`config.mk`:
```
export PLATFORM = sky130hd
export DESIGN_NAME = uart_regfront
export DESIGN_NICKNAME = d
export VERILOG_FILES = /design/src/rtl/uart_rf_pkg.sv /design/src/rtl/uart_tx_shifter.sv /design/src/rtl/uart_rx_shifter.sv /design/src/rtl/uart_rx_fifo.sv /design/src/rtl/uart_regfront.sv
export SDC_FILE = /design/constraint.sdc
export NUM_CORES = 1
export LEC_CHECK = 0
export BUFFER_PORTS_ARGS = -buffer_cell sky130_fd_sc_hd__buf_2
export CAP_MARGIN = 20
export CORE_UTILIZATION = 55
export CTS_BUF_LIST = sky130_fd_sc_hd__clkbuf_4
export CTS_CLUSTER_SIZE = 12
export DETAILED_ROUTE_END_ITERATION = 12
export GPL_TIMING_DRIVEN = 0
export PLACE_DENSITY_LB_ADDON = 0.12
export SLEW_MARGIN = 20
export SYNTH_ARGS = -nofsm -noshare
export SYNTH_HDL_FRONTEND = slang
export SYNTH_HIERARCHICAL = 1
export SYNTH_SLANG_ARGS = --single-unit
```
`constraint.sdc`:
```
create_clock -name clk -period 2.7 [get_ports clk]
set_clock_uncertainty 0.2 [all_clocks]
set_input_delay 0.405 -clock clk [delete_from_list [all_inputs] [get_ports clk]]
set_output_delay 0.405 -clock clk [all_outputs]
set_load 0.01 [all_outputs]
```
`src/rtl/uart_rf_pkg.sv`:
```
package uart_rf_pkg;
  localparam logic [1:0] ADDR_DATA = 2'd0;
  localparam logic [1:0] ADDR_STAT = 2'd1;
  localparam logic [1:0] ADDR_CTRL = 2'd2;

  typedef struct packed {
    logic       ferr;
    logic [7:0] data;
  } rx_entry_t;

  typedef enum logic [1:0] {
    SH_IDLE  = 2'd0,
    SH_START = 2'd1,
    SH_DATA  = 2'd2,
    SH_STOP  = 2'd3
  } shift_state_t;
endpackage

```
`src/rtl/uart_tx_shifter.sv`:
```
module uart_tx_shifter
  import uart_rf_pkg::*;
#(
  parameter int CLKS_PER_BIT = 16
) (
  input  logic       clk,
  input  logic       rst_n,
  input  logic       load,
  input  logic [7:0] load_data,
  input  logic [2:0] last_idx,
  output logic       busy,
  output logic       done,
  output logic       tx
);
  localparam int CW = (CLKS_PER_BIT > 2) ? $clog2(CLKS_PER_BIT) : 1;
  localparam logic [CW-1:0] BIT_END = CW'(CLKS_PER_BIT - 1);

  shift_state_t st_q, st_d;
  logic [CW-1:0] cnt_q, cnt_d;
  logic [2:0]    idx_q, idx_d;
  logic [7:0]    sh_q, sh_d;
  logic          done_d;
  logic          bit_end;

  assign bit_end = (cnt_q == BIT_END);

  always_comb begin
    st_d   = st_q;
    cnt_d  = cnt_q;
    idx_d  = idx_q;
    sh_d   = sh_q;
    done_d = 1'b0;
    if (st_q != SH_IDLE) cnt_d = bit_end ? '0 : cnt_q + 1'b1;
    case (st_q)
      SH_IDLE: if (load) begin
        st_d  = SH_START;
        cnt_d = '0;
        sh_d  = load_data;
      end
      SH_START: if (bit_end) begin
        st_d  = SH_DATA;
        idx_d = '0;
      end
      SH_DATA: if (bit_end) begin
        sh_d  = {1'b0, sh_q[7:1]};
        idx_d = idx_q + 1'b1;
        if (idx_q == last_idx) st_d = SH_STOP;
      end
      SH_STOP: if (bit_end) begin
        st_d   = SH_IDLE;
        done_d = 1'b1;
      end
      default: st_d = SH_IDLE;
    endcase
  end

  always_ff @(posedge clk or negedge rst_n) begin
    if (!rst_n) begin
      st_q  <= SH_IDLE;
      cnt_q <= '0;
      idx_q <= '0;
      sh_q  <= '0;
      done  <= 1'b0;
    end else begin
      st_q  <= st_d;
      cnt_q <= cnt_d;
      idx_q <= idx_d;
      sh_q  <= sh_d;
      done  <= done_d;
    end
  end

  assign busy = (st_q != SH_IDLE);
  assign tx   = (st_q == SH_START) ? 1'b0 : (st_q == SH_DATA) ? sh_q[0] : 1'b1;

  AST_TX_IDLE_HIGH: assert property (@(posedge clk) disable iff (!rst_n)
    !busy |-> tx);
  AST_TX_START_LOW: assert property (@(posedge clk) disable iff (!rst_n)
    (load && !busy) |=> !tx);
endmodule

```
`src/rtl/uart_rx_shifter.sv`:
```
module uart_rx_shifter
  import uart_rf_pkg::*;
#(
  parameter int CLKS_PER_BIT = 16
) (
  input  logic      clk,
  input  logic      rst_n,
  input  logic      enable,
  input  logic      rx,
  input  logic [2:0] last_idx,
  output logic      valid,
  output rx_entry_t entry
);
  localparam int CW = (CLKS_PER_BIT > 2) ? $clog2(CLKS_PER_BIT) : 1;
  localparam logic [CW-1:0] BIT_END  = CW'(CLKS_PER_BIT - 1);
  localparam logic [CW-1:0] HALF_END = CW'(CLKS_PER_BIT / 2 - 1);

  logic s1_q, s2_q, prev_q;
  shift_state_t st_q, st_d;
  logic [CW-1:0] cnt_q, cnt_d;
  logic [2:0]    idx_q, idx_d;
  logic [7:0]    sh_q, sh_d;
  logic          valid_d;
  rx_entry_t     ent_d;

  always_comb begin
    st_d    = st_q;
    cnt_d   = cnt_q + 1'b1;
    idx_d   = idx_q;
    sh_d    = sh_q;
    valid_d = 1'b0;
    ent_d   = entry;
    case (st_q)
      SH_IDLE: begin
        cnt_d = '0;
        if (prev_q && !s2_q) st_d = SH_START;
      end
      SH_START: if (cnt_q == HALF_END) begin
        cnt_d = '0;
        idx_d = '0;
        sh_d  = '0;
        st_d  = s2_q ? SH_IDLE : SH_DATA;
      end
      SH_DATA: if (cnt_q == BIT_END) begin
        cnt_d        = '0;
        sh_d[idx_q]  = s2_q;
        idx_d        = idx_q + 1'b1;
        if (idx_q == last_idx) st_d = SH_STOP;
      end
      SH_STOP: if (cnt_q == BIT_END) begin
        st_d       = SH_IDLE;
        valid_d    = 1'b1;
        ent_d.data = sh_q;
        ent_d.ferr = !s2_q;
      end
      default: st_d = SH_IDLE;
    endcase
    if (!enable) begin
      st_d    = SH_IDLE;
      valid_d = 1'b0;
    end
  end

  always_ff @(posedge clk or negedge rst_n) begin
    if (!rst_n) begin
      s1_q   <= 1'b1;
      s2_q   <= 1'b1;
      prev_q <= 1'b1;
      st_q   <= SH_IDLE;
      cnt_q  <= '0;
      idx_q  <= '0;
      sh_q   <= '0;
      valid  <= 1'b0;
      entry  <= '0;
    end else begin
      s1_q   <= rx;
      s2_q   <= s1_q;
      prev_q <= s2_q;
      st_q   <= st_d;
      cnt_q  <= cnt_d;
      idx_q  <= idx_d;
      sh_q   <= sh_d;
      valid  <= valid_d;
      entry  <= ent_d;
    end
  end

  AST_RX_NO_PUSH_DISABLED: assert property (@(posedge clk) disable iff (!rst_n)
    !enable |=> !valid);
endmodule

```
`src/rtl/uart_rx_fifo.sv`:
```
module uart_rx_fifo #(
  parameter int DEPTH = 2,
  parameter int W     = 9
) (
  input  logic         clk,
  input  logic         rst_n,
  input  logic         flush,
  input  logic         push,
  input  logic [W-1:0] push_data,
  input  logic         pop,
  output logic [W-1:0] head,
  output logic         not_empty,
  output logic         overflow
);
  localparam int PW = (DEPTH > 1) ? $clog2(DEPTH) : 1;
  localparam int CW = $clog2(DEPTH + 1);
  localparam logic [CW-1:0] FULL_CNT = CW'(DEPTH);
  localparam logic [PW-1:0] LAST_PTR = PW'(DEPTH - 1);

  logic [W-1:0]  mem_q [DEPTH];
  logic [PW-1:0] wp_q, wp_d, rp_q, rp_d;
  logic [CW-1:0] cnt_q, cnt_d;
  logic          full, do_push, do_pop;

  assign full      = (cnt_q == FULL_CNT);
  assign not_empty = (cnt_q != '0);
  assign do_pop    = pop && not_empty;
  assign do_push   = push && (!full || do_pop);
  assign overflow  = push && full && !do_pop && !flush;
  assign head      = not_empty ? mem_q[rp_q] : '0;

  always_comb begin
    wp_d  = wp_q;
    rp_d  = rp_q;
    cnt_d = cnt_q;
    if (do_push) wp_d = (wp_q == LAST_PTR) ? '0 : wp_q + 1'b1;
    if (do_pop)  rp_d = (rp_q == LAST_PTR) ? '0 : rp_q + 1'b1;
    if (do_push && !do_pop) cnt_d = cnt_q + 1'b1;
    if (do_pop && !do_push) cnt_d = cnt_q - 1'b1;
    if (flush) begin
      wp_d  = '0;
      rp_d  = '0;
      cnt_d = '0;
    end
  end

  always_ff @(posedge clk or negedge rst_n) begin
    if (!rst_n) begin
      wp_q  <= '0;
      rp_q  <= '0;
      cnt_q <= '0;
    end else begin
      wp_q  <= wp_d;
      rp_q  <= rp_d;
      cnt_q <= cnt_d;
    end
  end

  for (genvar g = 0; g < DEPTH; g++) begin : g_slot
    always_ff @(posedge clk or negedge rst_n) begin
      if (!rst_n) mem_q[g] <= '0;
      else if (do_push && !flush && wp_q == PW'(g)) mem_q[g] <= push_data;
    end
  end

  AST_FIFO_BOUND: assert property (@(posedge clk) disable iff (!rst_n)
    cnt_q <= FULL_CNT);
  AST_FIFO_FLUSH: assert property (@(posedge clk) disable iff (!rst_n)
    flush |=> !not_empty);
  AST_FIFO_DROP_KEEPS: assert property (@(posedge clk) disable iff (!rst_n)
    overflow |=> full);
endmodule

```
`src/rtl/uart_regfront.sv`:
```
module uart_regfront
  import uart_rf_pkg::*;
#(
  parameter int CLKS_PER_BIT = 16,
  parameter int RX_DEPTH     = 2
) (
  input  logic       clk,
  input  logic       rst_n,
  input  logic       bus_sel,
  input  logic       bus_wr,
  input  logic [1:0] bus_addr,
  input  logic [7:0] bus_wdata,
  output logic [7:0] bus_rdata,
  input  logic       txc_ack,
  input  logic       rx_i,
  output logic       tx_o,
  output logic       irq_rxc,
  output logic       irq_txc,
  output logic       irq_dre
);
  localparam int EW = $bits(rx_entry_t);

  logic [7:0] ctrl_q, ctrl_d;
  logic [7:0] tbuf_q, tbuf_d;
  logic       tfull_q, tfull_d;
  logic       txc_q, txc_d;
  logic       ovr_q, ovr_d;

  logic       wr_data, rd_data, wr_stat, wr_ctrl;
  logic       tx_busy, tx_done, tx_load;
  logic       rx_valid, rx_flush, fifo_ovf, rxc;
  rx_entry_t  rx_ent, head;
  logic [EW-1:0] head_raw;
  logic [2:0] last_idx;
  logic       dre;

  assign wr_data  = bus_sel && bus_wr && bus_addr == ADDR_DATA;
  assign rd_data  = bus_sel && !bus_wr && bus_addr == ADDR_DATA;
  assign wr_stat  = bus_sel && bus_wr && bus_addr == ADDR_STAT;
  assign wr_ctrl  = bus_sel && bus_wr && bus_addr == ADDR_CTRL;
  assign last_idx = {1'b1, ctrl_q[1:0]};
  assign dre      = !tfull_q;
  assign tx_load  = ctrl_q[3] && tfull_q && !tx_busy;
  assign rx_flush = !ctrl_q[4];
  assign head     = rx_entry_t'(head_raw);

  always_comb begin
    ctrl_d  = wr_ctrl ? bus_wdata : ctrl_q;
    tbuf_d  = tbuf_q;
    tfull_d = tfull_q;
    if (tx_load) tfull_d = 1'b0;
    if (wr_data && dre) begin
      tbuf_d  = bus_wdata;
      tfull_d = 1'b1;
    end
    txc_d = txc_q;
    if (tx_done && !tfull_q) txc_d = 1'b1;
    if (txc_ack || (wr_stat && bus_wdata[6])) txc_d = 1'b0;
    ovr_d = ovr_q;
    if (rd_data) ovr_d = 1'b0;
    if (fifo_ovf) ovr_d = 1'b1;
  end

  always_ff @(posedge clk or negedge rst_n) begin
    if (!rst_n) begin
      ctrl_q  <= '0;
      tbuf_q  <= '0;
      tfull_q <= 1'b0;
      txc_q   <= 1'b0;
      ovr_q   <= 1'b0;
    end else begin
      ctrl_q  <= ctrl_d;
      tbuf_q  <= tbuf_d;
      tfull_q <= tfull_d;
      txc_q   <= txc_d;
      ovr_q   <= ovr_d;
    end
  end

  always_comb begin
    case (bus_addr)
      ADDR_DATA: bus_rdata = head.data;
      ADDR_STAT: bus_rdata = {rxc, txc_q, dre, head.ferr, ovr_q, 3'b000};
      ADDR_CTRL: bus_rdata = ctrl_q;
      default:   bus_rdata = '0;
    endcase
  end

  assign irq_rxc = rxc && ctrl_q[7];
  assign irq_txc = txc_q && ctrl_q[6];
  assign irq_dre = dre && ctrl_q[5];

  uart_tx_shifter #(.CLKS_PER_BIT(CLKS_PER_BIT)) u_tx (
    .clk(clk), .rst_n(rst_n), .load(tx_load), .load_data(tbuf_q),
    .last_idx(last_idx), .busy(tx_busy), .done(tx_done), .tx(tx_o)
  );

  uart_rx_shifter #(.CLKS_PER_BIT(CLKS_PER_BIT)) u_rx (
    .clk(clk), .rst_n(rst_n), .enable(ctrl_q[4]), .rx(rx_i),
    .last_idx(last_idx), .valid(rx_valid), .entry(rx_ent)
  );

  uart_rx_fifo #(.DEPTH(RX_DEPTH), .W(EW)) u_fifo (
    .clk(clk), .rst_n(rst_n), .flush(rx_flush), .push(rx_valid),
    .push_data(rx_ent), .pop(rd_data), .head(head_raw),
    .not_empty(rxc), .overflow(fifo_ovf)
  );

  AST_IGNORED_WRITE: assert property (@(posedge clk) disable iff (!rst_n)
    (wr_data && !dre) |=> $stable(tbuf_q));
  AST_TXC_CLEAR: assert property (@(posedge clk) disable iff (!rst_n)
    txc_ack |=> !txc_q);
  AST_DRE_AFTER_WRITE: assert property (@(posedge clk) disable iff (!rst_n)
    (wr_data && dre && !ctrl_q[3]) |=> !dre);
  AST_OVR_SET: assert property (@(posedge clk) disable iff (!rst_n)
    fifo_ovf |=> ovr_q);
endmodule

```
======== Word level (Yosys, flattened, before mapping) ========
Cells that the tools add are included.
storage, ports and cells
  bits in latches ......................... 0
  memories ................................ 0
  word-level logic and storage cells ...... 182
  output and inout bits ................... 12
  flip-flop bits (word level) ............. 89
  ROM bits ................................ 0
  memory bits (writable) .................. 0
  input bits .............................. 16
cells by class
  shifts and indexed selects .............. 0
  reductions and logical operators ........ 52
  bitwise operators ....................... 2
  equality and inequality tests ........... 29
  add/sub/neg operators ................... 8
  multipliers ............................. 0
  mux-type cells .......................... 63
  order comparisons ....................... 3
  divide/modulo/power cells ............... 0
operator list
  kind                                                   number
  2-to-1 mux 9 bit                                       4
  2-to-1 mux 8 bit                                       4
  one-hot mux 8 bit (2 select lines)                     2
  2-to-1 mux 2 bit                                       15
  logical AND 1 bit                                      26
  2-to-1 mux 4 bit                                       6
  one-hot mux 8 bit (3 select lines)                     1
  2-to-1 mux 1 bit                                       20
  inequality test 2 x 1 -> 1 bit, second input constant  8
  one-hot mux 2 bit (4 select lines)                     2
  nonzero test 2 bit                                     8
  inequality test 3 x 2 -> 1 bit, second input constant  5
  == test 2 bit, second input constant                   6
  2-to-1 mux 3 bit                                       4
  one-hot mux 3 bit (2 select lines)                     2
  one-hot mux 4 bit (3 select lines)                     1
  AND reduction 5 bit                                    2
  AND reduction 3 bit                                    3
  adder 4 x 1 -> 4 bit, second input constant            2
  bitwise mux 8 bit                                      1
  == test 4 bit, second input constant                   2
  logical NOT 1 bit                                      7
  adder 3 x 1 -> 3 bit, second input constant            2
  == test 2 x 1 -> 1 bit, second input constant          3
  other kinds (16)                                       21

======== Logic depth before layout (Yosys ltp) ========
Gate-level depths: netlist of the first run.
  depth in word-level cells ............... 10
  depth in mapped cells ................... 10
  gate-level depth less buffers ........... 8

======== Modules after synthesis ========
The synthesis of the first run kept the hierarchy.
modules (own cells, without submodules)
  module           area each (sq um)  cells each  seq. area each (sq um)  times used
  uart_rx_shifter  1463.9             126         754.5                   1
  uart_rx_fifo     1087.3             86          550.5                   1
  uart_tx_shifter  997.2              92          450.4                   1
  uart_regfront    919.6              78          475.5                   1

======== Worst setup path after synthesis of the first run ========
No wires, ideal clock.
  path kind ............................... input to register
  from .................................... input bus_addr[0]
  to ...................................... register u_fifo/mem_q[0] (netlist name)
  path slack .............................. 0.217 ns
  arrival time ............................ 2.158 ns
  stages .................................. 6
  library setup time ...................... 0.125 ns
  buffers on the path ..................... 2
  required time ........................... 2.375 ns
  path through ............................ buf_2 -> nor4b_1 -> or3b_4 -> and4b_1 -> buf_6 -> mux2_4
between the ends
  cells in the longest elaborated chain, start to end .. 7
RTL lines
  what                             line                 RTL
  from (decl)                      uart_regfront.sv:11  input logic [1:0] bus_addr,
  logical NOT 2 bit                uart_regfront.sv:38  assign rd_data = bus_sel && !bus_wr && bus_addr == ADDR_DATA;
  logical AND 1 bit                uart_regfront.sv:38
  named net rd_data                uart_regfront.sv:29  logic wr_data, rd_data, wr_stat, wr_ctrl;
  logical AND 1 bit                uart_rx_fifo.sv:27   assign do_pop = pop && not_empty;
  logical OR 1 bit                 uart_rx_fifo.sv:28   assign do_push = push && (!full || do_pop);
  logical AND 1 bit                uart_rx_fifo.sv:28
  logical AND 1 bit (2 in series)  uart_rx_fifo.sv:62   else if (do_push && !flush && wp_q == PW'(g)) mem_q[g] <= push_data;
  to (signal, indexed assignment)  uart_rx_fifo.sv:62
  to (decl)                        uart_rx_fifo.sv:20   logic [W-1:0] mem_q [DEPTH];
The timed path passes the listed nets, and every way through them passes these cells.
A chain may end at the register's enable or synchronous reset.

==> results.md, run 1 <==
- Pwr dens: 702.4 nW/um^2
- Sequential-to-total area share from yosys stat: 0.4993
- Req. time, crit path: 2100 ps
- Count leader, synth: dfrtp_1
- Share of the synthesized area in the top cell type: 0.4817
- Met2 Track Usage GR: 0.3197
- #FFs+latches synth: 89
- Switching share of power: 0.3230
- Antenna Diode Count: 0
- Top FF cell, synth: dfrtp_1
- Layout cells sized above 1: 0.2698
- Post-Syn Area per Cell: 11.70 um^2
- PnR Total Power: 3499 uW
- Synth area leaders: dfrtp_1, mux2i_1, mux2_2
- Tightest Pin Transition: 595.3 ps
- Sequential power share: 0.484
- WHS Path Cells: 2
- Met3 usage: 0.04063
- CP max-delay cell: dfrtp_1
- Post-synthesis xor/xnor area fraction: 0.02352
- Num CTS Buffers: 9
- Tmin final: 2526 ps
- Vias in the first global route: 2823
- Slew HR: 0.6031
- First-pass GRT wire length: 14180 um
- Critical path class: reg -> out
- FF/Latch Area: 2231 um^2
- Worst path max stage delay: 750 ps
- Fill count: 626
- H-tree levels: 3
- Clock power share: 0.241
- Hold slack: 33.33 ps
- Height of the die: 92.13 um
- Commonest cells post-synth: dfrtp_1, nor2_1, mux2i_1
- Syn Inst Count: 382
- Worst r2r path cells: 10
- Comb power frac: 0.274
- Worst setup EP type: output port
- Met1 GRT Util: 0.3207
- Final HPWL DP: 5943 um
- Number of synthesis warnings: 6
- Total leakage power: 0.002360 uW
- GRT overflow: 0
- Post-route cell area: 4981 um^2
- Number of I/O port buffers: 27
- HP Class: in -> reg
- Initial Util: 0.5723
- Psw: 1130 uW
- CTS tree: yes
- First DRT Iteration DRCs: 102
- Layout net count: 449
- CTS sink cnt: 89
- Max-cap violations: 0
- Core area: 7807 um^2
- Vias per Instance: 5.556
- Dpl cell area: 4768 um^2
- DRC: 0
- Fin. Hold Viols: 0
- Antenna-violating nets left: 0
- CP cell instances: mux2i_1, nor2_1, mux2i_1, nor2_1, buf_2
- Int Pwr: 2369 uW
- Critical path arrival: 1920 ps
- Largest family of logic cells by synthesized area: multiplexers
- Clock Latency Late Sink: 420 ps
- Startpoint Class: flip-flop
- Clock Path Buffers: 2
- Post-synthesis mux area share: 0.1949
- Setup Fix Bufs, Post-CTS: 0
- Initial antenna violation count: 0
- Full die area: 8488 um^2
- Worst-path clk slew: 140 ps
- Root Driver: clkbuf_4
- Pins Over Slew Limit: 0
- Chip width: 92.13 um
- Adder-cell share of the synthesized area: 0.02240
- Drt pass-1 iters: 4
- Leading area contributor after synthesis: dfrtp_1
- Simple-Gate Fraction of Synth Area: 0.1232
- Final setup viols: 0
- Critical path peak fanout: 10
- Row count: 32
- Compound-Gate Fraction of Synth Area: 0.09577
- WL per Instance: 15.49 um
- Largest net degree at the start of global routing: 53
- Drt total wl: 8243 um
- Post-Syn Area: 4468 um^2
- Number of synthesized flops with an enable pin: 0
- Multi-input gate area: 2071 um^2
- Status: finished clean
- Gr usage total: 0.2134
- Synth unique cells: 63
- Final Cycle Share: 0.9355
- P&R area growth vs syn: 11.48%
- Grt peak-use layer: met1
- Routed vias: 2956
- VDD IR max: 0.4381 mV
- Gp weighted congestion: 0.8030
- Unrepaired setup endpoints after global routing: false
- Ys async rst share: 1.000
- Achievable frequency: 0.3959 GHz
- # IOs: 28
==> what timing repair did <==
action / in CTS / in global routing
endpoints found under the hold margin: 41 / 0
gates resized for setup: 0 / 1
hold buffers: 4 / 0
setup endpoints to repair: 7 / 8
==> sequential cells by signal, indices dropped and copies added (netlist names), 4 cells and up <==
register / cells
u_rx/entry: 9
ctrl_q: 8
u_fifo/mem_q: 18
tbuf_q: 8
u_tx/cnt_q: 4
u_tx/sh_q: 8
u_rx/sh_q: 8
u_rx/cnt_q: 4
==> area by class of cell <==
cell class / instances / area share
inverter: 13 / 0.009797
multi-input combinational: 262 / 0.4157
tap: 102 / 0.02562
timing repair buffer: 32 / 0.04195
clock buffer: 9 / 0.01356
clock inverter: 7 / 0.02010
sequential: 89 / 0.4479
buffer: 18 / 0.02537
==> routing by layer <==
layer | vias to the layer above | routed length, um
met1 | 1460 | 4279
met3 | 7 | 240
li1 | 1445 | -
met4 | 0 | 59
met5 | - | 0
met2 | 44 | 3663
==> final timing paths <==
check	from	to	slack (ps)
worst min register to register	u_rx/s1_q	u_rx/s2_q	170
max in group asynchronous	rst_n	ctrl_q[5]	1480
worst min-delay path	bus_wdata[4]	ctrl_q[4]	30
worst max register to register	u_tx/st_q[0]	u_tx/sh_q[6]	280
min in group asynchronous	rst_n	u_fifo/mem_q[7]	230
worst max-delay path	u_fifo/rp_q	bus_rdata[1]	170
==> metrics by stage <==
| stage | setup slack, ps | utilization | instances | TNS, ps |
|---|---|---|---|---|
| global route | 29.47 | 0.6380 | 532 | 0 |
| floorplan | 217.3 | - | 383 | 0 |
| finish | 174.2 | 0.6380 | 532 | 0 |
| detailed placement | -203.4 | 0.6107 | 513 | -2578 |
| CTS | 65.15 | 0.6369 | 532 | 0 |
| global placement | -202.6 | 0.6064 | 512 | -2866 |
==> cells in the final DEF, fill, tap and decap left out, types with 9 or more instances in the layout <==
cell      count
mux2_2       28
clkbuf_4      9
mux2i_1      33
buf_2        33
o21ai_1       9
inv_1        13
dfrtp_1      86
o21ai_0      10
nor2_1       36
a21oi_1      15
nand2_1      16
mux2_4        9
xor2_1        9
==> critical path: cells and delay by family, from the launching register on <==
family / cells / cell delay (ps)
flip-flops: 1 / 750
multiplexers: 2 / 480
AND/OR/NAND/NOR: 2 / 130
buffers and inverters: 1 / 140
==> power groups by stage <==
stage	clock network (uW)	logic, uW	registers (uW)
floorplan	0	751	1670
global placement	0	923	1710
detailed placement	0	960	1720
CTS	875	964	1690
global route	929	1080	1720
finish	844	959	1700
==> kinds of logic after synthesis <==
logic type               Yosys count
AND/OR/NAND/NOR                   97
flip-flops                        89
multiplexers                      78
AO/OA/AOI/OAI                     65
buffers and inverters             32
XOR/XNOR                          12
adder cells (fa/ha/maj)            8
other                              1
Note: power is estimated with default switching activity, not from simulation.
==> run 2: changes to the inputs <==
Settings changed: CORE_MARGIN set to 3, CTS_BUF_LIST sky130_fd_sc_hd__clkbuf_4 to unset.
==> run 2 against run 1 <==
  * Register-to-register slack is essentially flat
  * Power grew 3.6%
  * Clock-buffer cell count is the same
  * Worst setup slack gained 44 ps
  * Final cell count shrank 0.19%
  * Design area grew 0.65%
  * Global-route usage shrank 1.5 points
  * Utilization grew 0.42 points
  * Sequential share of layout area shrank 0.29 points
  * Critical endpoint unchanged
  * Largest power group unchanged
==> results.md, run 2 (synthesis gave the netlist of run 1 again) <==
- Pins Over Slew Limit: 0 (unchanged)
- FF-to-FF setup slack: 280 ps (about the same)
- Post-CTS sizing: 0 (unchanged)
- Full die area: 9241 um^2 (+8.9%)
- Comb power frac: 0.267 (-0.007)
- Gr usage total: 0.1986 (-0.01485)
- Switching share of power: 0.3293 (+0.006328)
- Final setup viols: 0 (unchanged)
- Bufs and invs on worst path: 2 (+1)
- Num CTS Buffers: 9 (unchanged)
- Fill count: 640 (+2.2%)
- Drt total wl: 8455 um (+2.6%)
- GRT overflow: 0 (unchanged)
- Vias in the first global route: 2910 (+3.1%)
- Final HPWL DP: 6024 um (+1.4%)
- Crit path launch: u_fifo/cnt_q[1]
- VDD IR max: 0.5596 mV (+28%)
- CP Depth: 6 (+1)
- Most common library cell in the layout ignoring fill and taps: dfrtp_1
- First DRT Iteration DRCs: 117 (+15%)
- Pwr dens: 722.6 nW/um^2 (+2.9%)
- Top Registers: u_fifo/mem_q (18), u_rx/entry (9)
- Worst setup EP type: output port
- Status: finished clean
- DP Cell Count: 513 (unchanged)
- PnR Total Power: 3623 uW (+3.6%)
- Max-cap violations: 0 (unchanged)
- Hold slack: 91.28 ps (+57.94 ps)
- Fin cells: 531 (-0.19%)
- Root Driver: clkbuf_8
- Largest register FFs: 18 (unchanged)
- Slew HR: 0.5871 (-0.01605)
- Setup TNS: 0 ps (unchanged)
- Initial Util: 0.5723 (unchanged)
- Setup Fix Bufs, Post-CTS: 0 (unchanged)
- Layout net count: 448 (-0.22%)
- Startpoint Class: flip-flop
- CP Capture Point: bus_rdata[1]
- CTS tree: yes
- Grt peak-use layer: met2
- Final Cycle Share: 0.9193 (-0.01617)
- Critical path class: reg -> out
- Unrepaired setup endpoints after global routing: false
- Clock power share: 0.265 (+0.024)
- Req. time, crit path: 2100 ps (about the same)
- HP Class: in -> reg
- Int Pwr: 2430 uW (+2.6%)
- Worst R2R End: u_tx/sh_q[5]
- Routed vias: 2961 (+0.17%)
- Initial antenna violation count: 0 (unchanged)
- Critical path arrival: 1880 ps (-40 ps)
- Most frequent cells in the layout: dfrtp_1, nor2_1, buf_2, mux2i_1, mux2_2
- Dpl cell area: 4768 um^2 (unchanged)
- Number of I/O port buffers: 27 (unchanged)
- Row count: 32 (unchanged)
- Largest Register: u_fifo/mem_q
- Tmin final: 2482 ps (-43.67 ps)
- Met2 Track Usage GR: 0.3111 (-0.008553)
- CTS sink cnt: 89 (unchanged)
- Worst path max stage delay: 490 ps (-260 ps)
- P&R area growth vs syn: 12.21%
- First-pass GRT wire length: 14060 um (-0.83%)
- CP max-delay cell: nor2_1
- DRC: 0 (unchanged)
- Antenna Diode Count: 0 (unchanged)
- Sequential power share: 0.468 (-0.016)
- Psw: 1193 uW (+5.6%)
- Clock Latency Late Sink: 360 ps (-60 ps)
- Post-route cell area: 5014 um^2 (+0.65%)
- Fin. Hold Viols: 0 (unchanged)
- Critical Path Most Common Cell: nor2_1
- Worst r2r path cells: 10 (unchanged)
- Achievable frequency: 0.4029 GHz (+1.8%)
- Met1 GRT Util: 0.2785 (-0.04227)
- Met3 usage: 0.04222 (+0.001590)
- Worst-path clk slew: 100 ps (-40 ps)
- Gp weighted congestion: 0.7784 (-3.1%)
- CP cell instances: buf_4, nor2_1, nor2_1, mux2i_1, nor2_1, buf_2
- Tightest Pin Transition: 617.1 ps (+21.79 ps)
- WHS Path Cells: 2 (unchanged)
- Largest net degree at the start of global routing: 73 (+38%)
- Origin of the critical flop-to-flop path: u_tx/st_q[0]
- WL per Instance: 15.92 um (+2.8%)
- Drt pass-1 iters: 4 (unchanged)
- Crit path max-delay family: simple AND/OR/NAND/NOR gates
- Layout cells sized above 1: 0.2681 (-0.001702)
- Antenna-violating nets left: 0 (unchanged)
- Critical path peak fanout: 10 (unchanged)
- Vias per Instance: 5.576 (+0.36%)
- Height of the die: 96.13 um (+4.3%)
- Core area: 7807 um^2 (unchanged)
- Clock Path Buffers: 2 (unchanged)
- H-tree levels: 3 (unchanged)
- Chip width: 96.13 um (+4.3%)
- # IOs: 28 (unchanged)
- Total leakage power: 0.002367 uW (+0.30%)
[run 2: layout make-up]
class                           instances  area [um^2]  area share
Buffer                                 18        126.4     0.02521
Clock buffer                            9        123.9     0.02471
Clock inverter                          7        88.84     0.01772
Inverter                               13        48.80    0.009733
Multi-Input combinational cell        262         2068      0.4125
Sequential cell                        89         2231      0.4450
Tap cell                              102        127.6     0.02546
Timing Repair Buffer                   31        198.9     0.03968
[run 2: power by group through the flow]
stage          sequential (uW)  clock (uW)  combinational, uW
6_report                  1700         960                968
4_1_cts                   1700         986                971
2_1_floorplan             1670           0                751
3_5_place_dp              1720           0                964
5_1_grt                   1720        1050               1070
3_3_place_gp              1710           0                922
[run 2: through the flow]
stage               utilization  worst slack, ps
floorplan                     -            217.3
global placement         0.6064           -197.4
global route             0.6421            13.74
CTS                      0.6418            27.80
detailed placement       0.6107           -270.7
finish                   0.6421            217.8
[run 2: how the worst min path moves through the flow]
stage                 start          end  slack, ps
6_report       bus_wdata[4]    tbuf_q[4]         90
3_3_place_gp      u_rx/s1_q    u_rx/s2_q        150
2_1_floorplan         rst_n    ctrl_q[0]        -90
3_5_place_dp          rst_n  u_fifo/rp_q         60
4_1_cts        bus_wdata[4]    tbuf_q[4]         80
5_1_grt        bus_wdata[0]    ctrl_q[0]         80
[run 2: repair_timing]
item | CTS | global route
hold buffers | 3 | 0
hold endpoints to repair | 21 | 0
setup endpoints to repair | 0 | 8
[run 2: per-layer routing]
layer / share of wire / vias up
li1: - / 1453
met1: 0.49 / 1458
met2: 0.46 / 43
met3: 0.038 / 7
met4: 0.011 / 0
met5: 0 / -
==> run 3: changes to the inputs <==
Settings changed: CORE_ASPECT_RATIO set to 1.4.
==> run 3 against run 2 <==
  * Clock-buffer cell count is 1 higher
  * Clock power is 7% higher
  * Final cell count is 0.38% lower
  * Critical path depth is 1 higher
  * First-iteration DRC count stayed put
  * Worst setup slack worse by 82 ps
  * Register-to-register slack better by 50 ps
  * Global-route usage is 1.0 points higher
  * Power is 1.4% higher
  * Fmax is 3.2% lower
  * Via count is 0.30% higher
  * Die area is 0.17% higher
==> results.md, run 3 (synthesis gave the netlist of run 1 again) <==
- Status: finished clean
- Pwr dens: 732.1 nW/um^2 (+1.3%)
- Layout cells sized above 1: 0.2681 (unchanged)
- Clock Path Buffers: 2 (unchanged)
- Most common library cell in the layout ignoring fill and taps: dfrtp_1
- Clock Latency Late Sink: 360 ps (about the same)
- Total leakage power: 0.002371 uW (+0.15%)
- P&R area growth vs syn: 12.29% (about the same)
- Initial Util: 0.5695 (-0.002738)
- Tightest Pin Transition: 1017 ps (+399.7 ps)
- Row count: 38 (+19%)
- Antenna Diode Count: 0 (unchanged)
- Full die area: 9257 um^2 (+0.17%)
- Achievable frequency: 0.3900 GHz (-3.2%)
- HP Class: in -> reg
- Height of the die: 112.6 um (+17%)
- DP Cell Count: 511 (-0.39%)
- Startpoint Class: input port
- Most frequent cells in the layout: dfrtp_1, nor2_1, buf_2, mux2i_1, mux2_2
- First DRT Iteration DRCs: 117 (unchanged)
- Worst-path clk slew: 90 ps (about the same)
- Largest register FFs: 18 (unchanged)
- CTS tree: yes
- Antenna-violating nets left: 0 (unchanged)
- Largest Register: u_fifo/mem_q
- Chip width: 82.18 um (-15%)
- # IOs: 28 (unchanged)
- Final Core Density: 0.6396 (-0.002594)
- CTS sink cnt: 89 (unchanged)
- Slew HR: 0.3126 (-0.2745)
- Initial antenna violation count: 0 (unchanged)
- Vias in the first global route: 3026 (+4.0%)
- Worst setup EP type: flip-flop
- H-tree levels: 3 (unchanged)
- Vias per Instance: 5.614 (+0.68%)
- Routed vias: 2970 (+0.30%)
- Dpl cell area: 4762 um^2 (-0.13%)
- Final HPWL DP: 6328 um (+5.1%)
- Pins Over Slew Limit: 0 (unchanged)
- Setup Fix Bufs, Post-CTS: 0 (unchanged)
- WL per Instance: 16.62 um (+4.4%)
- VDD IR max: 0.4982 mV (-11%)
- DRC: 0 (unchanged)
- Top Registers: u_fifo/mem_q (18), u_rx/entry (9)
- Critical path peak fanout: 10 (unchanged)
- Max-cap violations: 0 (unchanged)
- Drt total wl: 8791 um (+4.0%)
- Gp weighted congestion: 0.8341 (+7.2%)
- Critical path arrival: 2610 ps (+730 ps)
- Fin cells: 529 (-0.38%)
- Number of I/O port buffers: 27 (unchanged)
- PnR Total Power: 3673 uW (+1.4%)
- First-pass GRT wire length: 14580 um (+3.7%)
- Post-route cell area: 5017 um^2 (about the same)
- Num CTS Buffers: 9 (unchanged)
- Root Driver: clkbuf_8
- Gr usage total: 0.2087 (+0.01010)
- Largest net degree at the start of global routing: 59 (-19%)
- Tmin final: 2564 ps (+81.72 ps)
- Critical path class: in -> reg
- Final setup viols: 0 (unchanged)
- Unrepaired setup endpoints after global routing: false
- GRT overflow: 0 (unchanged)
- Fin. Hold Viols: 0 (unchanged)
- Req. time, crit path: 2740 ps (+640 ps)
- Layout net count: 448 (unchanged)
- Final Cycle Share: 0.9496 (+0.03027)
- Core area: 7845 um^2 (+0.48%)
- Drt pass-1 iters: 4 (unchanged)
## run 3: cell types whose count changed in the layout (fill, tap and decap cells not counted)
cell and change:
clkinv_2 +1, inv_6 -2, nor2_1 -1, nor4b_1 +1, buf_6 -1, bufinv_16 +1
clkbuf_8 +1, nor4b_2 -1, clkinv_4 -1, clkinv_8 -1, nor2_2 +1, clkinvlp_4 +1
buf_4 +1
## run 3: metrics by stage
step	hold slack (ps)	TNS, ps	setup WS, ps
floorplan	-90.59	0	217.3
CTS	69.32	0	13.82
detailed placement	149.5	-3098	-212.9
global route	75.30	0	70.87
global placement	145.6	-1500	-131.4
finish	84.37	0	136.1
## run 3: where the power goes
group | switching, uW | internal, uW | leakage [uW]
clock network | 481 | 548 | 0.000109
registers | 163 | 1530 | 0.00118
logic | 500 | 454 | 0.00108
total | 1140 | 2530 | 0.00237
## run 3: area by class of cell
cell class              count  area, um^2
plain buffers              18       126.4
repair buffers             31       195.2
clock inverters             6       88.84
fillers                   636        2828
flip-flops and latches     89        2231
well taps                 100       125.1
clock buffers              10       137.6
inverters                  13       48.80
multi-input cells         262        2064
## run 3: timing repair
action,in CTS,in global routing
hold endpoints to repair,31,0
endpoints found under the setup margin,0,6
gates resized for setup,0,1
hold buffers,3,0
## run 3: metal layers
layer | routed length (um) | global-route usage | part of all wire | vias to the layer above
li1 | - | - | - | 1446
met1 | 3851 | 0.2600 | 0.44 | 1463
met2 | 4480 | 0.3465 | 0.51 | 50
met3 | 312 | 0.05217 | 0.035 | 11
met4 | 146 | 0.07428 | 0.017 | 0
met5 | 0 | 0 | 0 | -
## run 3: critical path, stage by stage
cell     delay [ps]
buf_2           110
buf_2           180
nor4b_1         900
or3b_4          300
and4b_1         220
buf_6           180
mux2_4          310
## run 3: path summary, 6_finish.rpt
kind / start / to / slack, ps / cells after the start
max in group asynchronous: rst_n / u_rx/prev_q / 1290 / 3
hold / removal: bus_wdata[3] / tbuf_q[3] / 80 / 2
min in group asynchronous: rst_n / u_fifo/cnt_q[0] / 310 / 2
setup reg to reg: u_tx/st_q[0] / u_tx/sh_q[5] / 330 / 10
setup / recovery: bus_addr[0] / u_fifo/mem_q[7] / 140 / 7
hold reg to reg: u_rx/s1_q / u_rx/s2_q / 160 / 0
